--- src/rtl/q15_mac_pkg.sv ---
package q15_mac_pkg;
  typedef struct packed {
    logic start;
    logic acc;
    logic store;
    logic clear;
  } mac_ctrl_t;
endpackage

--- src/rtl/q15_premul.sv ---
module q15_premul #(
  parameter int DATA_W  = 16,
  parameter int SHIFT_W = 4,
  localparam int PROD_W = 2 * DATA_W
) (
  input  logic [DATA_W-1:0]  sample_i,
  input  logic [DATA_W-1:0]  coeff_i,
  input  logic [SHIFT_W-1:0] shift_i,
  output logic [PROD_W-1:0]  prod_o
);
  logic signed [DATA_W-1:0] s_scaled;
  logic signed [PROD_W-1:0] a_x, b_x;

  // pre-scale: arithmetic right shift keeps sign
  assign s_scaled = $signed(sample_i) >>> shift_i;
  assign a_x = s_scaled;
  assign b_x = $signed(coeff_i);
  assign prod_o = a_x * b_x;
endmodule

--- src/rtl/q15_accum.sv ---
module q15_accum #(
  parameter int PROD_W  = 32,
  parameter int GUARD_W = 8,
  localparam int ACC_W  = PROD_W + GUARD_W
) (
  input  logic              clk_i,
  input  logic              rst_ni,
  input  logic              start_i,
  input  logic              acc_i,
  input  logic [PROD_W-1:0] prod_i,
  output logic [ACC_W-1:0]  acc_o
);
  logic [ACC_W-1:0] prod_ext;
  assign prod_ext = {{GUARD_W{prod_i[PROD_W-1]}}, prod_i};

  always_ff @(posedge clk_i or negedge rst_ni) begin
    if (!rst_ni)      acc_o <= '0;
    else if (start_i) acc_o <= prod_ext;
    else if (acc_i)   acc_o <= acc_o + prod_ext; // wraps in ACC_W
  end

  a_r10_acc_hold: assert property (@(posedge clk_i) disable iff (!rst_ni)
    (!start_i && !acc_i) |=> $stable(acc_o));
  a_r2_start_load: assert property (@(posedge clk_i) disable iff (!rst_ni)
    start_i |=> (acc_o[PROD_W-1:0] == $past(prod_i)));
endmodule

--- src/rtl/q15_store_sat.sv ---
module q15_store_sat #(
  parameter int DATA_W  = 16,
  parameter int ACC_W   = 40,
  parameter int SHIFT_W = 4,
  localparam int SH_MAX = (1 << SHIFT_W) - 1,
  localparam int WIDE_W = ACC_W + SH_MAX,
  localparam int FRAC   = DATA_W - 1,
  localparam int TOP_LO = FRAC + DATA_W - 1
) (
  input  logic               clk_i,
  input  logic               rst_ni,
  input  logic               store_i,
  input  logic               clear_i,
  input  logic [SHIFT_W-1:0] shift_i,
  input  logic [ACC_W-1:0]   acc_i,
  output logic [DATA_W-1:0]  result_o,
  output logic               ovf_o
);
  localparam logic [DATA_W-1:0] Q_MAX = {1'b0, {(DATA_W-1){1'b1}}};
  localparam logic [DATA_W-1:0] Q_MIN = {1'b1, {(DATA_W-1){1'b0}}};

  logic [WIDE_W-1:0]        wide;
  logic [WIDE_W-TOP_LO-1:0] top;
  logic                     sat, neg;
  logic [DATA_W-1:0]        conv;

  // post-scale on the full accumulator, then narrow
  assign wide = {{SH_MAX{acc_i[ACC_W-1]}}, acc_i} << shift_i;
  assign top  = wide[WIDE_W-1:TOP_LO];
  assign neg  = wide[WIDE_W-1];
  assign sat  = !((&top) || !(|top));
  assign conv = sat ? (neg ? Q_MIN : Q_MAX) : wide[TOP_LO:FRAC];

  always_ff @(posedge clk_i or negedge rst_ni) begin
    if (!rst_ni)      result_o <= '0;
    else if (store_i) result_o <= conv;
  end

  always_ff @(posedge clk_i or negedge rst_ni) begin
    if (!rst_ni)                ovf_o <= 1'b0;
    else if (clear_i)           ovf_o <= 1'b0;
    else if (store_i && sat)    ovf_o <= 1'b1;
  end

  a_r10_result_hold: assert property (@(posedge clk_i) disable iff (!rst_ni)
    !store_i |=> $stable(result_o));
  a_r9_flag_sticky: assert property (@(posedge clk_i) disable iff (!rst_ni)
    (ovf_o && !clear_i) |=> ovf_o);
  a_r9_clear_wins: assert property (@(posedge clk_i) disable iff (!rst_ni)
    clear_i |=> !ovf_o);
  a_r5_sat_clamps: assert property (@(posedge clk_i) disable iff (!rst_ni)
    (store_i && sat) |=> ((result_o == Q_MAX) || (result_o == Q_MIN)));
endmodule

--- src/rtl/q15_mac.sv ---
module q15_mac
  import q15_mac_pkg::*;
#(
  parameter int DATA_W  = 16,
  parameter int GUARD_W = 8,
  parameter int SHIFT_W = 4,
  localparam int PROD_W = 2 * DATA_W,
  localparam int ACC_W  = PROD_W + GUARD_W
) (
  input  logic               clk_i,
  input  logic               rst_ni,
  input  logic               start_i,
  input  logic               acc_i,
  input  logic               store_i,
  input  logic               clear_i,
  input  logic [SHIFT_W-1:0] shift_i,
  input  logic [DATA_W-1:0]  sample_i,
  input  logic [DATA_W-1:0]  coeff_i,
  output logic [DATA_W-1:0]  result_o,
  output logic               ovf_o
);
  mac_ctrl_t         ctrl;
  logic [PROD_W-1:0] prod;
  logic [ACC_W-1:0]  acc;

  assign ctrl = '{start: start_i, acc: acc_i, store: store_i, clear: clear_i};

  q15_premul #(.DATA_W(DATA_W), .SHIFT_W(SHIFT_W)) u_mul (
    .sample_i(sample_i), .coeff_i(coeff_i), .shift_i(shift_i), .prod_o(prod)
  );

  q15_accum #(.PROD_W(PROD_W), .GUARD_W(GUARD_W)) u_acc (
    .clk_i(clk_i), .rst_ni(rst_ni), .start_i(ctrl.start), .acc_i(ctrl.acc),
    .prod_i(prod), .acc_o(acc)
  );

  q15_store_sat #(.DATA_W(DATA_W), .ACC_W(ACC_W), .SHIFT_W(SHIFT_W)) u_st (
    .clk_i(clk_i), .rst_ni(rst_ni), .store_i(ctrl.store), .clear_i(ctrl.clear),
    .shift_i(shift_i), .acc_i(acc), .result_o(result_o), .ovf_o(ovf_o)
  );

  a_r1_reset_clear: assert property (@(posedge clk_i)
    !rst_ni |=> (result_o == '0 && !ovf_o));
endmodule

--- config.mk ---
export PLATFORM = sky130hd
export DESIGN_NAME = q15_mac
export DESIGN_NICKNAME = d
export VERILOG_FILES = /design/src/rtl/q15_mac_pkg.sv /design/src/rtl/q15_premul.sv /design/src/rtl/q15_accum.sv /design/src/rtl/q15_store_sat.sv /design/src/rtl/q15_mac.sv
export SDC_FILE = /design/constraint.sdc
export NUM_CORES = 1
export LEC_CHECK = 0
export BUFFER_PORTS_ARGS = -buffer_cell sky130_fd_sc_hd__buf_2
export CORE_AREA = 2 2 169 171
export DETAILED_ROUTE_END_ITERATION = 6
export DIE_AREA = 0 0 171 173
export GPL_ROUTABILITY_DRIVEN = 0
export PLACE_DENSITY = 0.85
export SETUP_SLACK_MARGIN = 0.4
export SYNTH_ARGS = -nofsm -noshare
export SYNTH_HDL_FRONTEND = slang
export SYNTH_SLANG_ARGS = --single-unit
--- constraint.sdc ---
create_clock -name clk_i -period 3.3 [get_ports clk_i]
set_input_delay 0.66 -clock clk_i [delete_from_list [all_inputs] [get_ports clk_i]]
set_output_delay 0.66 -clock clk_i [all_outputs]
set_load 0.1 [all_outputs]
==> results of run 1 <==
kinds of logic after synthesis:
logic type	share of synthesized area, %
compound gates	12.32
fa+ha+maj	41.03
flops	8.569
xor+xnor	3.473
mux	9.832
simple gates	15.62
buf+inv	9.163
timing repair:
item | 4_1_cts
endpoints found under the setup margin | 56
setup buffers | 39
cloned | 2
pin swaps | 77
resized for setup | 162
hold endpoints to repair | 0
metrics by stage:
stage | util, % | setup WS (ns) | hold WS (ns) | instances | TNS [ns]
floorplan | - | -6.076 | 0.3644 | 1877 | -169.49
global placement | 72.40 | -6.146 | 0.4820 | 2552 | -194.86
detailed placement | 72.40 | -6.568 | 0.4941 | 2552 | -205.92
CTS | 77.37 | -5.778 | 0.4635 | 2608 | -172.45
per-layer routing:
layer	GRT overflow	GRT usage [%]
met4	133	76.17
met1	2	75.76
met5	0	33.28
met3	3	66.26
met2	180	88.41
==> reports/qor.txt, run 1 <==
Synth top area share: 31.63%
Commonest register cell after synthesis: dfrtp_1
Register area share after synthesis: 8.569%
Most instantiated cells after synthesis: inv_1, fa_1, nand2_1
CTS H-tree depth: 3
Port-buffer cells: 58
Mean Syn Cell Area: 8.868 um^2
Leading area contributor after synthesis: fa_1
Status: stopped before the end
Largest net degree at the start of global routing: 59
Distinct cells, synth: 69
Die Wd: 171 um
Total global routing overflow: 318
Stop stage: global routing (5_1_grt)
Die Y-Extent: 173 um
Log Error: [ERROR GRT-0232] Routing congestion too high. Check the congestion heatmap in the GUI.
Cell Area, Placed: 20000 um^2
Std-Cell Rows: 61
Clock Sinks: 57
CTS Buf Count: 9
Post-Synthesis Cells: 1877
Hold Buf Count CTS: 0
YS warnings: 0
Crit. endpoint post-GRT repair: u_acc.acc_o[38]$_DFFE_PN0P_/D
Initial core utilization: 60.25%
Post-synthesis register bit count: 57
Largest cells by area after synthesis: fa_1, ha_1, dfrtp_1, inv_1, nand2_1
Netlist Area Pre-Place: 16650 um^2
Clk buf depth: 2
Total track usage: 76.23%
Fraction of registers with async set/reset: 100.0%
Top Ports: 59
Placed wire-length estimate: 41.04 mm
Post-synth EDFFs: 0
Clk root buf: clkbuf_16
Most common cell in the synthesized netlist: inv_1
Syn nets: 2307
WEP type: register data pin
==> run 2: changes to the inputs <==
Settings changed: CORE_AREA 2 2 169 171 to 2 2 207 209, DIE_AREA 0 0 171 173 to 0 0 209 211, PLACE_DENSITY 0.85 to unset, PLACE_DENSITY_LB_ADDON set to 0.15, SETUP_SLACK_MARGIN 0.4 to unset.
==> run 2 against run 1 <==
  * The flow now finishes, with violations (setup timing)
  * Synthesized cell count did not move
  * Area after synthesis unchanged
==> reports/qor.txt, run 2 <==
Final min period: 8.886 ns
MaxCap Viol Count: 0
Full die area: 44100 um^2
First-pass GRT wire length: 79.81 mm
Relative slew slack: 44.29%
YS warnings: 0
Worst Max-Slew Pin Slew: 0.8347 ns
Largest cells by area after synthesis: fa_1, ha_1, dfrtp_1, inv_1, nand2_1
Critical Path Max Stage Delay: 0.54 ns
Reg2Reg Depth: 12
Commonest non-fill, non-tap cell in the layout: buf_4
Crit Path Max Fanout: 6
Fmax: 0.1125 GHz
Starting DRT DRC Count: 675
Leading area contributor after synthesis: fa_1
Initial core utilization: 39.86%
Final WL: 48.82 mm
Most instantiated cells after synthesis: inv_1, fa_1, nand2_1
R2R Setup Slk: 0.04 ns
Pins Over Slew Limit: 0
Port-buffer cells: 58
Vias: 14891
Clk_lat worst skew: 0.35 ns
Placed wire-length estimate: 39.33 mm
Vias in the first global route: 15594
Die Y-Extent: 211 um
Synth top area share: 31.63%
CP endpoint kind: flip-flop
CTS H-tree depth: 3
# nets final: 2722
Final ANT Viol Nets: 0
Max FFs per register: 40
FF-to-FF End: u_acc.acc_o[38]
FILL cells: 3805
Worst Path Buf+Inv: 7
Post-synth EDFFs: 0
Failing checks: setup timing
Std-Cell Rows: 75
Synth-to-layout area growth: 38.00%
Register area share after synthesis: 8.569%
Status: complete, but fails checks
Clock Sinks: 57
DRC Markers: 0
Total track usage: 22.61%
CTS tree: yes
Layout cells sized above 1: 36.26%
Most common cell in the synthesized netlist: inv_1
TritonRoute pass-1 iters: 5
Post-Synthesis Cells: 1877
Worst Slack Setup Final: -5.586 ns
Post-synthesis register bit count: 57
Clk root buf: clkbuf_16
RSZ-0062 raised after global routing: yes
Hold Buf Count CTS: 0
Delay-heaviest family, CP: adder cells
Commonest register cell after synthesis: dfrtp_1
Wire length per cell: 17.22 um
Setup Skew: 0.007119 ns
Worst r2r src: u_acc.acc_o[0]
Syn nets: 2307
Distinct cells, synth: 69
Core Box Area: 41760 um^2
Clock slew at reported path FFs: 0.06 ns
Largest net degree at the start of global routing: 59
Critical path arrival: 9.11 ns
Fraction of registers with async set/reset: 100.0%
Top Registers: u_acc.acc_o x40, u_st.result_o x16, u_st.ovf_o x1
Worst setup path category: in -> reg
Die Wd: 209 um
Final Setup Violations: 55
Top reg by flops: u_acc.acc_o
Total global routing overflow: 0
Via density: 5.251
Hold WC Path Type: in -> async
ANT cells: 0
Top Ports: 59
Critical path's most frequent cell: fa_1
WP data required: 3.53 ns
Slowest-stage cell, CP: fa_1
Antenna violations before repair: 0
Mean Syn Cell Area: 8.868 um^2
Clk buf depth: 2
Period utilisation layout: 269.3%
CTS Buf Count: 9
Final hold violations: 0
Netlist Area Pre-Place: 16650 um^2
Most frequent cells in the layout: buf_4, inv_1, fa_1
CP Launch Type: input port
Min Hold Slack: 0.3447 ns
==> run 2: cell counts after synthesis <==
Identical to the previous run, type by type.
==> run 2: worst max-delay path by stage <==
| stage | startpoint | to | cells after the start |
|---|---|---|---|
| floorplan | shift_i[1] | u_acc.acc_o[33] | 40 |
| CTS | shift_i[1] | u_acc.acc_o[33] | 37 |
| global placement | shift_i[1] | u_acc.acc_o[38] | 37 |
| detailed placement | shift_i[0] | u_acc.acc_o[38] | 34 |
| global route | shift_i[1] | u_acc.acc_o[33] | 40 |
| finish | shift_i[0] | u_acc.acc_o[39] | 37 |
==> run 2: metal layers <==
metal  part of all wire [%]  GRT usage [%]
met1                     43          29.81
met2                     51          39.78
met3                    3.7          2.646
met4                    2.0          5.394
met5                      0              0
==> run 2: logic make-up after synthesis <==
| kind of cell | synth area share (%) |
|---|---|
| and+or+nand+nor | 15.62 |
| buffers and inverters | 9.163 |
| xor gates and xnor gates | 3.473 |
| adders and majority gates | 41.03 |
| DFF | 8.569 |
| muxes | 9.832 |
| AOI/OAI and AO/OA | 12.32 |
==> run 2: layout make-up <==
class                   count  area (um^2)  share of cell area (%)
clock inverters             7        118.9                  0.5174
repair buffers            488         3961                   17.24
flip-flops and latches     57         1426                   6.209
multi-input cells        1434        15430                   67.16
inverters                 302         1137                   4.951
clock buffers               9        225.2                  0.9804
well taps                 539        674.4                   2.936
==> run 2: through the flow <==
step	setup WS (ns)	std cells	util, %	TNS [ns]	instance area (um^2)
3_5_place_dp	-6.560	2748	48.89	-206.37	20410
2_1_floorplan	-6.076	1877	-	-169.49	17180
5_1_grt	-5.931	2836	55.01	-181.41	22970
3_3_place_gp	-6.381	2748	48.89	-201.86	20410
6_report	-5.586	2836	55.01	-169.21	22970
4_1_cts	-5.621	2807	53.28	-169.52	22250
==> run 2: repair_timing <==
action | in CTS | in global routing
pin swaps | 110 | 106
gates cloned | 1 | 0
setup buffers | 44 | 41
gates resized for setup | 252 | 118
setup endpoints to repair | 55 | 55
Power of run 2 is not shown: default switching activity piles up to over one toggle a cycle in this logic, so the estimate is an artifact.
==> run 3: changes to the inputs <==
Settings changed: CAP_MARGIN set to 20, PLACE_DENSITY set to 0.56, PLACE_DENSITY_LB_ADDON 0.15 to unset, SKIP_CTS_REPAIR_TIMING set to 1.
==> run 3 against run 2 <==
  * The run still ends with setup timing left
  * Non-clock buffer count shrank 40
  * Utilization shrank 2.1 points
  * Die area is the same
  * Worst hold slack lost 0.032 ns
  * Maximum frequency shrank 2.3%
  * Count of clock-buffer cells in the layout grew 2
  * Clock skew grew 0.0051 ns
  * First-iteration DRC count grew 6.4%
  * Critical endpoint is now u_acc.acc_o[33]
  * Critical path type unchanged
==> reports/qor.txt, run 3 (synthesis gave the netlist of run 2 again) <==
Status: complete, but fails checks
Failing checks: setup timing
Clk root buf: clkbuf_16
Synth-to-layout area growth: 32.82%
CTS H-tree depth: 3
Cell Area, Placed: 20460 um^2
Commonest non-fill, non-tap cell in the layout: buf_4
TritonRoute pass-1 iters: 5
Std-Cell Rows: 75
Setup_tns: -170.39 ns
Worst Max-Slew Pin Slew: 0.7915 ns
Top Ports: 59
Vias: 14587
Fmax: 0.1100 GHz
Total track usage: 21.16%
ANT cells: 0
Top reg by flops: u_acc.acc_o
Critical Path Max Stage Delay: 0.57 ns
Critical path's most frequent cell: fa_1
Placed wire-length estimate: 38.48 mm
Final ANT Viol Nets: 0
Clock Sinks: 57
Worst Slack Setup Final: -5.791 ns
Max FFs per register: 40
Final Setup Violations: 52
# nets final: 2683
R2R Setup Slk: 0.06 ns
First-pass GRT wire length: 75.68 mm
Crit Path Max Fanout: 6
Wire length per cell: 16.71 um
MaxCap Viol Count: 0
Final hold violations: 0
CTS tree: yes
Initial core utilization: 39.86%
Cell area after layout: 22110 um^2
DRC Markers: 0
Top Registers: u_acc.acc_o x40, u_st.result_o x16, u_st.ovf_o x1
Via density: 5.215
Clock slew at reported path FFs: 0.06 ns
Post-layout util: 52.94%
Most frequent cells in the layout: buf_4, inv_1, fa_1
Largest net degree at the start of global routing: 59
Period utilisation layout: 275.5%
CTS Buf Count: 9
Starting DRT DRC Count: 718
WP data required: 3.56 ns
Final WL: 46.73 mm
Pins Over Slew Limit: 0
Die Wd: 209 um
Full die area: 44100 um^2
Die Y-Extent: 211 um
Antenna violations before repair: 0
Hold WC Path Type: in -> async
Clk_lat worst skew: 0.35 ns
Setup Skew: 0.01218 ns
Port-buffer cells: 58
Critical path arrival: 9.35 ns
RSZ-0062 raised after global routing: yes
Clk buf depth: 2
Total global routing overflow: 0
Layout cells sized above 1: 32.51%
CP Launch Type: input port
Core Box Area: 41760 um^2
Slowest-stage cell, CP: fa_1
Vias in the first global route: 15003
Worst setup path category: in -> reg
CP endpoint kind: flip-flop
Final min period: 9.091 ns
Min Hold Slack: 0.3130 ns
Relative slew slack: 47.18%
-- run 3: changes by cell type in the layout (fill, tap and decap cells not counted), moves of 12 or more --
| cell | change |
|---|---|
| ha_1 | +12 |
| a21oi_1 | +12 |
| a21oi_2 | -16 |
| o21ai_0 | +14 |
| buf_6 | -27 |
| buf_4 | -14 |
-- run 3: path summary, 6_finish.rpt --
check | startpoint | cells past startpoint | to
setup / recovery | shift_i[0] | 33 | u_acc.acc_o[33]
hold / removal | rst_ni | 2 | u_acc.acc_o[37]
setup reg to reg | u_acc.acc_o[0] | 12 | u_acc.acc_o[38]
hold reg to reg | u_st.ovf_o | 2 | u_st.ovf_o
max in group asynchronous | rst_ni | 2 | u_acc.acc_o[1]
min in group clk_i | clear_i | 2 | u_st.ovf_o
-- run 3: cell type report --
type	instances	area (um^2)
well taps	539	674.4
inverters	302	1134
fillers	3785	19650
multi-input cells	1435	15080
clock buffers	11	252.7
clock inverters	5	30.03
flip-flops and latches	57	1426
repair buffers	448	3515
-- run 3: per-stage QoR --
stage / cells / setup slack, ns
2_1_floorplan: 1877 / -6.076
3_3_place_gp: 2751 / -6.479
3_5_place_dp: 2751 / -6.518
4_1_cts: 2767 / -6.199
5_1_grt: 2797 / -6.074
6_report: 2797 / -5.791
-- run 3: critical path: cells and delay by family --
kind                     cells  cell delay [ns]
XOR/XNOR                     2             0.36
AO/OA/AOI/OAI               10             2.22
buffers and inverters        7             0.50
multiplexers                 2             1.04
adder cells (fa/ha/maj)      8             3.63
AND/OR/NAND/NOR              4             0.92
-- run 3: layer usage --
layer	GRT usage [%]	vias up	part of all wire (%)
met4	4.680	0	2.2
met3	2.052	53	3.2
met5	0	-	0
met2	37.13	256	50
met1	28.42	7370	44
li1	-	6908	-
Power of run 3 is left out for the same reason.
